File: src/rtl/dsa_pkg.sv
package dsa_pkg;

    localparam int unsigned DEF_WORD_W    = 16;
    localparam int unsigned DEF_MAX_FAILS = 5;
    localparam int unsigned NUM_CHAN      = 2;

    typedef enum logic [1:0] {
        SEQ_IDLE = 2'd0,
        SEQ_WAIT = 2'd1,
        SEQ_TRIP = 2'd2
    } seq_state_e;

    // Control from the sequencer to the capture register and report holders
    typedef struct packed {
        logic load;   // capture the selected input word
        logic clear;  // drop both held reports
    } seq_ctl_t;

    function automatic int unsigned fail_cnt_w(input int unsigned max_fails);
        return (max_fails < 2) ? 1 : $clog2(max_fails + 1);
    endfunction

endpackage

File: src/rtl/dsa_sample_latch.sv
module dsa_sample_latch
    import dsa_pkg::*;
#(
    parameter int unsigned WORD_W = DEF_WORD_W
) (
    input  logic              clk,
    input  logic              rst,
    input  logic              load,
    input  logic              use_pattern,
    input  logic [WORD_W-1:0] field_word,
    input  logic [WORD_W-1:0] pattern_word,
    output logic [WORD_W-1:0] word,
    output logic              strobe
);

    logic [WORD_W-1:0] src_word;

    always_comb begin
        src_word = use_pattern ? pattern_word : field_word;
    end

    always_ff @(posedge clk) begin
        if (rst) begin
            word   <= '0;
            strobe <= 1'b0;
        end else begin
            strobe <= load;
            if (load) begin
                word <= src_word;
            end
        end
    end


    no_stray_load_chk: assert property (@(posedge clk) disable iff (rst)
        !load |=> $stable(word));

endmodule

File: src/rtl/dsa_report_capture.sv
module dsa_report_capture
    import dsa_pkg::*;
#(
    parameter int unsigned WORD_W = DEF_WORD_W
) (
    input  logic              clk,
    input  logic              rst,
    input  logic              arm,
    input  logic              clear,
    input  logic              rpt_vld,
    input  logic [WORD_W-1:0] rpt_word,
    output logic              held,
    output logic [WORD_W-1:0] word
);

    logic take;

    always_comb begin
        take = arm && rpt_vld && !held;
    end

    always_ff @(posedge clk) begin
        if (rst) begin
            held <= 1'b0;
            word <= '0;
        end else if (clear) begin
            held <= 1'b0;
        end else if (take) begin
            held <= 1'b1;
            word <= rpt_word;
        end
    end


    idle_report_ignored_chk: assert property (@(posedge clk) disable iff (rst)
        (!arm && !clear) |=> ($stable(held) && $stable(word)));


    first_report_kept_chk: assert property (@(posedge clk) disable iff (rst)
        (held && !clear) |=> $stable(word));

endmodule

File: src/rtl/dsa_retry_ctrl.sv
module dsa_retry_ctrl
    import dsa_pkg::*;
#(
    parameter int unsigned WORD_W    = DEF_WORD_W,
    parameter int unsigned MAX_FAILS = DEF_MAX_FAILS
) (
    input  logic                clk,
    input  logic                rst,
    input  logic                sample_req,
    input  logic [NUM_CHAN-1:0] held,
    input  logic [WORD_W-1:0]   word_a,
    input  logic [WORD_W-1:0]   word_b,
    output seq_ctl_t            ctl,
    output logic                busy,
    output logic                safe_trip,
    output logic                agree_vld,
    output logic [WORD_W-1:0]   agree_word
);

    localparam int unsigned      CNT_W    = fail_cnt_w(MAX_FAILS);
    localparam logic [CNT_W-1:0] LAST_TRY = CNT_W'(MAX_FAILS - 1);
    localparam logic [CNT_W-1:0] CNT_MAX  = CNT_W'(MAX_FAILS);

    seq_state_e       state;
    logic [CNT_W-1:0] fails;
    logic             both;
    logic             same;
    logic             final_miss;

    always_comb begin
        both       = &held;
        same       = (word_a == word_b);
        final_miss = (fails == LAST_TRY);
        ctl.clear  = (state == SEQ_WAIT) && both;
        ctl.load   = ((state == SEQ_IDLE) && sample_req) ||
                     (ctl.clear && !same && !final_miss);
        busy       = (state == SEQ_WAIT);
        safe_trip  = (state == SEQ_TRIP);
    end

    always_ff @(posedge clk) begin
        if (rst) begin
            state      <= SEQ_IDLE;
            fails      <= '0;
            agree_vld  <= 1'b0;
            agree_word <= '0;
        end else begin
            agree_vld <= 1'b0;
            unique case (state)
                SEQ_IDLE: begin
                    if (sample_req) begin
                        state <= SEQ_WAIT;
                    end
                end
                SEQ_WAIT: begin
                    if (both) begin
                        if (same) begin
                            agree_vld  <= 1'b1;
                            agree_word <= word_a;
                            fails      <= '0;
                            state      <= SEQ_IDLE;
                        end else begin
                            fails <= fails + 1'b1;
                            if (final_miss) begin
                                state <= SEQ_TRIP;
                            end
                        end
                    end
                end
                SEQ_TRIP: begin
                    state <= SEQ_TRIP;
                end
                default: begin
                    state <= SEQ_TRIP;
                end
            endcase
        end
    end


    agree_single_chk: assert property (@(posedge clk) disable iff (rst)
        agree_vld |=> !agree_vld);


    trip_sticky_chk: assert property (@(posedge clk) disable iff (rst)
        safe_trip |=> safe_trip);


    fail_bound_chk: assert property (@(posedge clk) disable iff (rst)
        fails <= CNT_MAX);


    no_agree_tripped_chk: assert property (@(posedge clk) disable iff (rst)
        safe_trip |-> !agree_vld);


    wait_both_chk: assert property (@(posedge clk) disable iff (rst)
        (busy && !both) |=> !agree_vld);

endmodule

File: src/rtl/dual_sample_agree.sv
module dual_sample_agree
    import dsa_pkg::*;
#(
    parameter int unsigned WORD_W    = DEF_WORD_W,
    parameter int unsigned MAX_FAILS = DEF_MAX_FAILS
) (
    input  logic              clk,
    input  logic              rst,
    input  logic              sample_req,
    input  logic              selftest_en,
    input  logic [WORD_W-1:0] field_word,
    input  logic [WORD_W-1:0] selftest_word,
    output logic [WORD_W-1:0] chan_a_word,
    output logic [WORD_W-1:0] chan_b_word,
    output logic              latch_stb,
    input  logic              chan_a_rpt_vld,
    input  logic [WORD_W-1:0] chan_a_rpt,
    input  logic              chan_b_rpt_vld,
    input  logic [WORD_W-1:0] chan_b_rpt,
    output logic              busy,
    output logic              agree_vld,
    output logic [WORD_W-1:0] agree_word,
    output logic              safe_trip
);

    seq_ctl_t                         ctl;
    logic [WORD_W-1:0]                shared_word;
    logic [NUM_CHAN-1:0]              rpt_vld_v;
    logic [NUM_CHAN-1:0]              held_v;
    logic [NUM_CHAN-1:0][WORD_W-1:0]  rpt_word_v;
    logic [NUM_CHAN-1:0][WORD_W-1:0]  cap_word_v;

    always_comb begin
        rpt_vld_v     = {chan_b_rpt_vld, chan_a_rpt_vld};
        rpt_word_v[0] = chan_a_rpt;
        rpt_word_v[1] = chan_b_rpt;
        chan_a_word   = shared_word;
        chan_b_word   = shared_word;
    end

    dsa_sample_latch #(.WORD_W(WORD_W)) u_latch (
        .clk          (clk),
        .rst          (rst),
        .load         (ctl.load),
        .use_pattern  (selftest_en),
        .field_word   (field_word),
        .pattern_word (selftest_word),
        .word         (shared_word),
        .strobe       (latch_stb)
    );

    for (genvar c = 0; c < NUM_CHAN; c++) begin : g_chan
        dsa_report_capture #(.WORD_W(WORD_W)) u_cap (
            .clk      (clk),
            .rst      (rst),
            .arm      (busy),
            .clear    (ctl.clear),
            .rpt_vld  (rpt_vld_v[c]),
            .rpt_word (rpt_word_v[c]),
            .held     (held_v[c]),
            .word     (cap_word_v[c])
        );
    end

    dsa_retry_ctrl #(.WORD_W(WORD_W), .MAX_FAILS(MAX_FAILS)) u_ctrl (
        .clk        (clk),
        .rst        (rst),
        .sample_req (sample_req),
        .held       (held_v),
        .word_a     (cap_word_v[0]),
        .word_b     (cap_word_v[1]),
        .ctl        (ctl),
        .busy       (busy),
        .safe_trip  (safe_trip),
        .agree_vld  (agree_vld),
        .agree_word (agree_word)
    );


    strobe_busy_chk: assert property (@(posedge clk) disable iff (rst)
        latch_stb |-> busy);

endmodule

File: config.mk
export PLATFORM = sky130hd
export DESIGN_NAME = dual_sample_agree
export DESIGN_NICKNAME = d
export VERILOG_FILES = /design/src/rtl/dsa_pkg.sv /design/src/rtl/dsa_sample_latch.sv /design/src/rtl/dsa_report_capture.sv /design/src/rtl/dsa_retry_ctrl.sv /design/src/rtl/dual_sample_agree.sv
export SDC_FILE = /design/constraint.sdc
export NUM_CORES = 1
export LEC_CHECK = 0
export BUFFER_PORTS_ARGS = -buffer_cell sky130_fd_sc_hd__buf_2
export CAP_MARGIN = 10
export CORE_AREA = 2 2 115 72
export DETAILED_ROUTE_END_ITERATION = 8
export DIE_AREA = 0 0 117 74
export HOLD_SLACK_MARGIN = 0.06
export PLACE_DENSITY = 0.73
export SLEW_MARGIN = 10
export SYNTH_ARGS = -nofsm -noshare
export SYNTH_HDL_FRONTEND = slang
export SYNTH_SLANG_ARGS = --single-unit
File: constraint.sdc
create_clock -name clk -period 5.9 [get_ports clk]
set_clock_uncertainty 0.1 [all_clocks]
set_input_delay 0.885 -clock clk [delete_from_list [all_inputs] [get_ports clk]]
set_output_delay 0.885 -clock clk [all_outputs]
set_load 0.005 [all_outputs]
==> Word level (Yosys, flattened, before mapping) <==
Index checks and enable logic that the tools add are counted.
{ "word_totals": {"input_bits": 70, "ff_bits": 73, "out_inout_bits": 52, "word_cells": 51} }
{ "classes": {"add_sub_neg": 1, "reduce_logical": 22, "n_eq_ne": 7, "bitwise_logic": 3, "muxes": 8} }
{ "ops": {"columns": ["op", "n"], "rows": [
  ["$eq 16x16->1", 1],
  ["$mux 16", 1],
  ["$logic_and 1x1->1", 8],
  ["$mux 2", 4],
  ["$reduce_and 2->1", 3],
  ["$reduce_and 3->1", 2],
  ["$logic_not 1->1", 4],
  ["$pmux 2 s2", 1],
  ["$reduce_and 4->1", 1],
  ["$add 3x1->3 const B", 1],
  ["$eq 3x3->1 const B", 1],
  ["$mux 3", 1],
  ["$ne 3x1->1 const B", 1],
  ["$not 1->1", 3],
  ["$reduce_or 3->1", 1],
  ["$eq 2x1->1 const B", 1],
  ["$eq 2x2->1 const B", 1],
  ["$logic_not 2->1", 1],
  ["$ne 2x1->1 const B", 1],
  ["$ne 2x2->1 const B", 1],
  ["$reduce_or 2->1", 1],
  ["$logic_or 1x1->1", 1],
  ["$mux 1", 1]
]} }

==> Logic depth before layout (Yosys ltp) <==
{ "logic_depth": {"ltp_word": 5, "ltp_mapped": 8, "depth_no_buf": 6} }

==> Modules after synthesis <==
A second synthesis with hierarchy kept.
{ "unflattened": {"cells_unflattened": 364, "area_unflattened_um2": 3598.5} }
{ "modules_own_cells": {"columns": ["module", "cells_per_inst", "seq_area_each_um2", "instances", "area_each_um2"], "rows": [
  ["dsa_report_capture", 73, 340.3, 2, 765.7],
  ["dsa_retry_ctrl", 128, 440.4, 1, 1201.2],
  ["dsa_sample_latch", 74, 340.3, 1, 745.7],
  ["dual_sample_agree", 16, 0.0, 1, 120.1]
]} }

==> Least setup slack after synthesis <==
OpenSTA, ideal clock, no wires.
{ "synth_path": {"kind": "input to register", "start": "input port rst", "end": "register g_chan[0].u_cap.word[0]", "setup_time_ns": 0.132, "setup_slack_ns": 3.646, "path_stages": 5, "n_path_buf": 4, "t_required_ns": 5.668, "t_arrival_ns": 2.021, "cell_sequence": "clkbuf_1 > clkbuf_1 > clkbuf_1 > clkbuf_1 > a21oi_1"} }
{ "synth_lines": {"columns": ["element", "line_no", "rtl"], "rows": [
  ["from (decl)", "dual_sample_agree.sv:8", "input logic rst,"],
  ["to (signal assigned)", "dsa_report_capture.sv:30", "word <= rpt_word;"],
  ["to (decl)", "dsa_report_capture.sv:13", "output logic [WORD_W-1:0] word"]
]} }
No word-level cell between the ends.

==> Final worst setup path <==
{ "layout_path": {"start": "register g_chan[1].u_cap.word[13]", "end": "register u_latch.word[14]"} }
{ "layout_via": {"elab_chain_len": 5} }
{ "layout_rtl": {"columns": ["element", "line_no", "rtl"], "rows": [
  ["from (decl)", "dsa_report_capture.sv:13", null],
  ["from (signal assigned)", "dsa_report_capture.sv:30", null],
  ["$eq 16x16->1", "dsa_retry_ctrl.sv:32", "same = (word_a == word_b);"],
  ["$logic_not 1->1", "dsa_retry_ctrl.sv:36", "(ctl.clear && !same && !final_miss);"],
  ["$logic_and 1x1->1 (2 in a row)", "dsa_retry_ctrl.sv:36", null],
  ["$logic_or 1x1->1", "dsa_retry_ctrl.sv:35", "ctl.load = ((state == SEQ_IDLE) && sample_req) ||"],
  ["to (signal assigned)", "dsa_sample_latch.sv:29", "word <= src_word;"],
  ["to (decl)", "dsa_sample_latch.sv:12", "output logic [WORD_W-1:0] word,"]
]} }
Every way passes these cells.
A chain may end at the register's enable or synchronous reset.

==> flow_metrics.env <==
export IMPL_insertion_delay_ns=0.33
export IMPL_dr_total_vias=2902
export IMPL_dieArea_sq_um=8660
export IMPL_endpoint_kind="flip-flop"
export IMPL_place_hpwl_microns=5800
export IMPL_path_class="reg -> reg"
export IMPL_finalCritPeriodShare=0.481
export IMPL_maxCapViolCount=0
export IMPL_crit_reg2reg_launch="g_chan[1].u_cap.word[13]"
export IMPL_fill_cells=699
export IMPL_coreArea_sq_um=7660
export IMPL_worstPathRequired_ns=6.02
export IMPL_syn_inst=389
export IMPL_cts_max_path_buffers=2
export IMPL_cts_root_buf="clkbuf_16"
export IMPL_syn_area_per_cell_sq_um=8.57
export IMPL_fin_ws_ns=3.06
export IMPL_io_buffers=121
export IMPL_hold_viol=0
export IMPL_synth_area_sq_um=3330
export IMPL_fin_setup_tns_ns=0
export IMPL_period_needed_ns=2.84
export IMPL_synth_seq_cells=73
export IMPL_ys_warn_count=0
export IMPL_max_slew_margin=0.263
export IMPL_finish_utilization=0.544
export IMPL_cp_max_fo=24
export IMPL_arrival_ns=2.96
export IMPL_peakVddDrop_mv=0.116
export IMPL_place_ws_ns=3.08
export IMPL_post_drt_wl_per_cell_microns=13.8
export IMPL_place_gp_congestion=0.876
export IMPL_dr_pass1_iters=4
export IMPL_drive_gt1_frac=0.332
export IMPL_hold_buffers=0
export IMPL_power_w=0.00132
export IMPL_htreeDepth=3
export IMPL_whs_ns=0.366
export IMPL_yosysSeqAreaShare=0.439
export IMPL_synth_distinct_cells=30
export IMPL_final_common_cell="buf_2"
export IMPL_crit_start="g_chan[1].u_cap.word[13]"
export IMPL_ff_latch_area_sq_um=1460
export IMPL_drt_iter0_drc=181
export IMPL_synthesis_nets=461
export IMPL_grt_pass1_vias=2585
export IMPL_cts_sinks=73
export IMPL_area_growth_pct=25.2
export IMPL_cts_repair_resized=0
export IMPL_final_antenna_net_count=0
export IMPL_finalMaxSlewViolations=0
export IMPL_cellPowerDensity_nw_per_um2=317
export IMPL_leakagePower_nw=1.94
export IMPL_worst_pin_slew_ns=1.10
export IMPL_routed_wl_microns=8120
export IMPL_rows=25
export IMPL_start_util=0.435
export IMPL_final_cell_mix="buf_2 (121), dfxtp_1 (73), nand2_1 (71)"
export IMPL_fmax_mhz=352
export IMPL_finalSetupViolations=0
export IMPL_antenna_found_initial=0
export IMPL_die_h_microns=74
export IMPL_die_w_microns=117
export IMPL_rsz0062_at_grt="false"
export IMPL_outcome="finished clean"
export IMPL_startpoint_type="flip-flop"
export IMPL_via_per_inst=4.92
export IMPL_track_usage=0.191
export IMPL_drc=0
export IMPL_post_cts_buffers=0
export IMPL_grt_ovfl_total=0
export IMPL_cts_buffers=9
export IMPL_hold_class="reg -> reg"
export IMPL_io_pins=122
export IMPL_clkTransAtPathRegs_ns=0.06
export IMPL_grt_pass1_wl_microns=12500
export IMPL_antenna_cells=0
export IMPL_slowest_stage="a31oi_4"
export IMPL_cpPeakStageDelay_ns=0.80
export IMPL_multi_input_area_sq_um=1620
export IMPL_path_cells="xor2_1, nor4_2, nand4_2, a31oi_4, mux2_2"
export IMPL_grt_max_degree=91
export IMPL_nets=549
export IMPL_cts_tree="built"
export IMPL_hold_start="g_chan[1].u_cap.word[6]"
flip-flops by register name (all words and copies together) (netlist names):
| register | cells |
|---|---|
| g_chan.u_cap.word | 32 |
| u_ctrl.agree_word | 16 |
| u_latch.word | 16 |
| u_ctrl.fails | 3 |
| g_chan.u_cap.held | 2 |
| u_ctrl.state | 2 |
| u_ctrl.agree_vld | 1 |
| u_latch.strobe | 1 |
path summary, 6_finish.rpt:
check                                  to  slack, ns  cells past startpoint
setup / recovery         u_latch.word[14]       3.06                      5
hold / removal    g_chan[1].u_cap.word[6]       0.37                      2
setup reg to reg         u_latch.word[14]       3.06                      5
hold reg to reg   g_chan[1].u_cap.word[6]       0.37                      2
Yosys cell counts:
cell type | count | share of area
xor2_1 | 16 | 0.042
inv_1 | 2 | 0.0023
mux2_4 | 9 | 0.041
clkbuf_2 | 1 | 0.0015
nand2b_1 | 2 | 0.0038
a31oi_1 | 2 | 0.0038
dfxtp_1 | 73 | 0.44
nor3b_1 | 1 | 0.0023
clkbuf_1 | 24 | 0.027
o21ai_0 | 17 | 0.026
mux2_2 | 7 | 0.024
nand4_2 | 1 | 0.0038
nand3_1 | 19 | 0.029
and4_1 | 1 | 0.0026
mux2i_1 | 16 | 0.048
ha_1 | 2 | 0.0075
nor4_2 | 4 | 0.015
nor2_1 | 21 | 0.024
a21oi_1 | 53 | 0.080
and3_1 | 1 | 0.0019
nand2_1 | 71 | 0.080
a31oi_4 | 1 | 0.0064
buf_4 | 16 | 0.036
buf_8 | 1 | 0.0045
nand4b_1 | 1 | 0.0026
or2_2 | 2 | 0.0038
buf_2 | 3 | 0.0045
nor2b_1 | 18 | 0.034
nand3b_1 | 1 | 0.0023
nor3_1 | 3 | 0.0045
logic make-up after synthesis:
kind of cell,after synthesis,synth area share
compound gates,73,0.115
buf+inv,47,0.0759
fa+ha+maj,2,0.00751
xor+xnor,16,0.0421
simple gates,146,0.208
mux,32,0.112
flops,73,0.439
metal layers:
| layer | vias up | track usage | share of wire |
|---|---|---|---|
| li1 | 1455 | - | - |
| met1 | 1328 | 0.282 | 0.50 |
| met2 | 114 | 0.265 | 0.41 |
| met3 | 5 | 0.0668 | 0.082 |
| met4 | 0 | 0.0536 | 0.0069 |
| met5 | - | 0 | 0 |
final cells by class:
class,count,area share
clock buffer,11,0.0558
clock inverter,5,0.0249
inverter,2,0.00180
multi-input combinational,269,0.388
sequential,73,0.350
tap,108,0.0324
timing repair buffer,122,0.147
critical path: cells and delay by family (launching register included):
family,cells,cell delay [ns]
simple gates,2,0.92
xor+xnor,1,0.17
mux,1,0.42
flops,1,0.32
compound gates,1,0.80
metrics by stage:
step           cell area, sq um  std cells
4_1_cts                    4170        590
5_1_grt                    4170        590
2_1_floorplan              3330        389
6_report                   4170        590
3_3_place_gp               3830        574
3_5_place_dp               3830        574
report_power, final:
group	switching (W)	internal (W)	total [W]
sequential	0.0000185	0.000517	0.000535
combinational	0.0000984	0.0000763	0.000175
clock	0.000199	0.000413	0.000612
total	0.000316	0.00101	0.00132
(Power assumes the default switching activity.)
